--- src/rtl/rbc_pkg.sv ---
package rbc_pkg;

    typedef enum logic {
        POL_HIGH = 1'b0,
        POL_LOW  = 1'b1
    } pol_e;

    localparam int unsigned MIN_SRC = 2;
    localparam int unsigned MAX_SRC = 32;
    localparam int unsigned MIN_W   = 1;
    localparam int unsigned MAX_W   = 64;

endpackage

--- src/rtl/rbc_gate.sv ---
module rbc_gate
    import rbc_pkg::*;
#(
    parameter int unsigned DATA_W   = 8,
    parameter pol_e        POLARITY = POL_HIGH
) (
    input  logic              en,
    input  logic [DATA_W-1:0] word,
    output logic [DATA_W-1:0] gated
);

    generate
        if (POLARITY == POL_HIGH) begin : g_and_gate
            assign gated = word & {DATA_W{en}};
        end else begin : g_or_gate
            assign gated = word | {DATA_W{en}};
        end
    endgenerate

endmodule

--- src/rtl/rbc_reduce.sv ---
module rbc_reduce
    import rbc_pkg::*;
#(
    parameter int unsigned NUM_SRC  = 4,
    parameter int unsigned DATA_W   = 8,
    parameter pol_e        POLARITY = POL_HIGH
) (
    input  logic [NUM_SRC*DATA_W-1:0] gated,
    output logic [DATA_W-1:0]         merged
);

    generate
        for (genvar b = 0; b < DATA_W; b++) begin : g_bit
            logic [NUM_SRC-1:0] column;
            for (genvar s = 0; s < NUM_SRC; s++) begin : g_src
                assign column[s] = gated[s*DATA_W + b];
            end
            if (POLARITY == POL_HIGH) begin : g_or_fold
                assign merged[b] = |column;
            end else begin : g_and_fold
                assign merged[b] = &column;
            end
        end
    endgenerate

endmodule

--- src/rtl/rbc_multi.sv ---
module rbc_multi
    import rbc_pkg::*;
#(
    parameter int unsigned NUM_SRC  = 4,
    parameter pol_e        POLARITY = POL_HIGH
) (
    input  logic [NUM_SRC-1:0] en,
    output logic               multi
);

    logic [NUM_SRC-1:0] act;
    logic               seen_one;
    logic               seen_two;

    assign act = (POLARITY == POL_LOW) ? ~en : en;

    always_comb begin
        seen_one = 1'b0;
        seen_two = 1'b0;
        for (int s = 0; s < NUM_SRC; s++) begin
            seen_two = seen_two | (seen_one & act[s]);
            seen_one = seen_one | act[s];
        end
    end

    assign multi = seen_two;

endmodule

--- src/rtl/rbc_outstage.sv ---
module rbc_outstage
    import rbc_pkg::*;
#(
    parameter int unsigned DATA_W   = 8,
    parameter bit          PIPELINE = 1'b0,
    parameter pol_e        POLARITY = POL_HIGH
) (
    input  logic              clk,
    input  logic              rst,
    input  logic [DATA_W-1:0] d_data,
    input  logic              d_multi,
    output logic [DATA_W-1:0] q_data,
    output logic              q_multi
);

    localparam logic [DATA_W-1:0] IDLE_WORD =
        (POLARITY == POL_LOW) ? {DATA_W{1'b1}} : {DATA_W{1'b0}};

    generate
        if (PIPELINE) begin : g_reg
            always_ff @(posedge clk) begin
                if (rst) begin
                    q_data  <= IDLE_WORD;
                    q_multi <= 1'b0;
                end else begin
                    q_data  <= d_data;
                    q_multi <= d_multi;
                end
            end
        end else begin : g_wire
            logic unused_clk_rst;
            assign unused_clk_rst = clk | rst;
            assign q_data  = d_data;
            assign q_multi = d_multi;
        end
    endgenerate

endmodule

--- src/rtl/rd_bus_combiner.sv ---
module rd_bus_combiner
    import rbc_pkg::*;
#(
    parameter int unsigned NUM_SRC  = 4,
    parameter int unsigned DATA_W   = 32,
    parameter pol_e        POLARITY = POL_HIGH,
    parameter bit          PIPELINE = 1'b0
) (
    input  logic                      clk,
    input  logic                      rst,
    input  logic [NUM_SRC-1:0]        src_en,
    input  logic [NUM_SRC*DATA_W-1:0] src_word,
    output logic [DATA_W-1:0]         rd_data,
    output logic                      multi_sel
);

    localparam int unsigned BUS_W = NUM_SRC * DATA_W;

    generate
        if (NUM_SRC < MIN_SRC || NUM_SRC > MAX_SRC) begin : g_bad_src
            $error("rd_bus_combiner: NUM_SRC %0d outside supported range", NUM_SRC);
        end
        if (DATA_W < MIN_W || DATA_W > MAX_W) begin : g_bad_w
            $error("rd_bus_combiner: DATA_W %0d outside supported range", DATA_W);
        end
    endgenerate

    logic [BUS_W-1:0]  gated_bus;
    logic [DATA_W-1:0] merged;
    logic              multi_raw;

    generate
        for (genvar s = 0; s < NUM_SRC; s++) begin : g_lane
            rbc_gate #(
                .DATA_W   (DATA_W),
                .POLARITY (POLARITY)
            ) i_gate (
                .en    (src_en[s]),
                .word  (src_word[s*DATA_W +: DATA_W]),
                .gated (gated_bus[s*DATA_W +: DATA_W])
            );
        end
    endgenerate

    rbc_reduce #(
        .NUM_SRC  (NUM_SRC),
        .DATA_W   (DATA_W),
        .POLARITY (POLARITY)
    ) i_reduce (
        .gated  (gated_bus),
        .merged (merged)
    );

    rbc_multi #(
        .NUM_SRC  (NUM_SRC),
        .POLARITY (POLARITY)
    ) i_multi (
        .en    (src_en),
        .multi (multi_raw)
    );

    rbc_outstage #(
        .DATA_W   (DATA_W),
        .PIPELINE (PIPELINE),
        .POLARITY (POLARITY)
    ) i_out (
        .clk     (clk),
        .rst     (rst),
        .d_data  (merged),
        .d_multi (multi_raw),
        .q_data  (rd_data),
        .q_multi (multi_sel)
    );

endmodule

--- config.mk ---
export PLATFORM = sky130hd
export DESIGN_NAME = rd_bus_combiner
export DESIGN_NICKNAME = d
export VERILOG_FILES = /design/src/rtl/rbc_pkg.sv /design/src/rtl/rbc_gate.sv /design/src/rtl/rbc_reduce.sv /design/src/rtl/rbc_multi.sv /design/src/rtl/rbc_outstage.sv /design/src/rtl/rd_bus_combiner.sv
export SDC_FILE = /design/constraint.sdc
export NUM_CORES = 1
export LEC_CHECK = 0
export BUFFER_PORTS_ARGS = -buffer_cell sky130_fd_sc_hd__clkbuf_2
export CORE_ASPECT_RATIO = 1.25
export CORE_MARGIN = 2
export CORE_UTILIZATION = 37
export DETAILED_ROUTE_END_ITERATION = 16
export GPL_TIMING_DRIVEN = 0
export PLACE_DENSITY = 0.83
export SLEW_MARGIN = 20
export SYNTH_ARGS = -nofsm -noshare
export SYNTH_HDL_FRONTEND = slang
export SYNTH_HIERARCHICAL = 1
export SYNTH_SLANG_ARGS = --single-unit
--- constraint.sdc ---
create_clock -name vclk -period 1.9
set_input_delay 0.38 -clock vclk [all_inputs]
set_output_delay 0.38 -clock vclk [all_outputs]
set_load 0.05 [all_outputs]
==> reports/results.ini <==
[worst_setup_path]
arrival_ns = 1.54
critPathBufInv = 3
cpMostUsedCell = clkbuf_16
critPathMaxStageDelay_ns = 0.55
worst_setup_path_end_kind = output pin
worstPathRequired_ns = 1.52
worstPathMaxFanout = 5
cp_top_family = simple AND/OR/NAND/NOR gates
slowest_stage = or4_4
worstSetupPathType = primary input to output pin
setup.worst_path.start_class = primary input
cp_cell_sequence = clkbuf_16 > clkbuf_8 > and2_4 > or4_4 > clkbuf_16

[global_route]
antenna_found_initial = 0
grt_pass1_vias = 2205
grt_overflow = 0
grt_pass1_wl_um = 11050
grt_max_degree = 11
grtUsageTotal = 0.3198

[die]
start_util = 0.3787
dieArea_um2 = 4662
coreArea_um2 = 4034
ios = 167
rows = 26
die_w_um = 61.48
die_h_um = 75.84

[detailed_routing]
dr.pass1.iters = 4
wl_um = 8215
drt_iter0_markers = 43
vias = 2110
drc_errors = 0
post_drt_wl_per_cell_um = 19.80
antenna_left = 0
vias_per_cell = 5.084

[final_layout]
mostFrequentLayoutCells = 129 x clkbuf_2, 65 x and2_2, 63 x and2_4
nets = 495
clock_buffers = 0
layout-drive-gt1-share = 0.9889
post-route-util = 0.8604
area_growth_pct = 127.2
seqCellArea_um2 = 0
n_antenna_cell = 0
n_sequential_cell = 0
mostFrequentLayoutCell = clkbuf_2

[logic_synthesis]
syn_area_um2 = 1528
syn_nets = 342
ys_types = 6
seq_area_frac_synth = 0
synthCells = 208
synthesis.yosys.warnings = 6
synth_top_cell_area_share = 0.6290
syn_area_per_cell_um2 = 7.345
synth_area_leader_cell = and2_2
yosys-top-cells-area = and2_2 63%, buf_4 16%, or4_1 16%, clkbuf_2 3.9%, a211oi_1 0.98%

[timing]
fin_hold_ws_ns = 1.218
finalHoldViolCount = 0
setup_viol = 5
max_freq_ghz = 0.5202
tightest_slew_ns = 0.2801
relSlewSlack = 0.8122
rsz0062_at_grt = yes
period_needed_ns = 1.922
period_share = 1.012
worst_slack_ns = -0.02223
timing.final.max_slew_violations = 0

[place]
port_buffers = 165
dp_slack_ns = -0.2891
gp_congestion = 0.8580
dp_hpwl_um = 4280

[power]
p_leak_nw = 1.844
power_mw = 1.119
ir_worst_vdd_mv = 0.1775
power_density_nw_per_um2 = 322.4

[outcome]
violations = negative setup slack
outcome = finished with violations

[worst_hold_path]
hold_class = primary input to output pin

[flow_run]
maxCapViolations = 0

## layout make-up
class | instances | area [um2]
buffer | 14 | 203.9
fill | 225 | 563.0
tap | 56 | 70.07
timing repair buffer | 182 | 1782
multi-input combinational | 163 | 1415
## cells in the mapped netlist
cell      instances
and2_2          128
clkbuf_2         12
or4_1            32
nor2_1            1
buf_4            33
a211oi_1          2
## layer usage
layer  vias to the layer above  track usage  wire [um]
met5                         -            0          0
met4                         0       0.1182        382
met3                        34      0.06961        611
met2                       140       0.6454       4388
met1                       983       0.3038       2832
li1                        953            -          -
## report_power, final
part	internal (mW)	switching, mW	leakage (nW)
Sequential	0	0	0
Combinational	0.658	0.461	1.84
Clock	0	0	0
Total	0.658	0.461	1.84
## worst paths after layout
kind,start,endpoint,slack (ns),cells past startpoint
worst max-delay path,src_en[2],rd_data[6],-0.02,5
worst min-delay path,src_word[66],rd_data[2],1.22,4
## logic make-up after synthesis
group                  Yosys count  share of synthesized area
AND/OR/NAND/NOR                161                     0.7887
buffers and inverters           45                     0.2015
AO/OA/AOI/OAI                    2                   0.009825
## metrics by stage
stage               std cells   TNS, ns  instance area (um2)
floorplan                 208         0                 1528
global placement          429    -7.755                 2424
detailed placement        429    -8.075                 2424
CTS                       414  -0.09677                 3397
global route              415   -0.1002                 3471
finish                    415  -0.04983                 3471
## what timing repair did
action,in CTS,in global routing
hold buffers,0,0
cloned,14,2
setup endpoints to repair,32,32
pin swaps,31,23
buffers inserted,1,0
resized for setup,221,40
(Power assumes the default switching activity.)
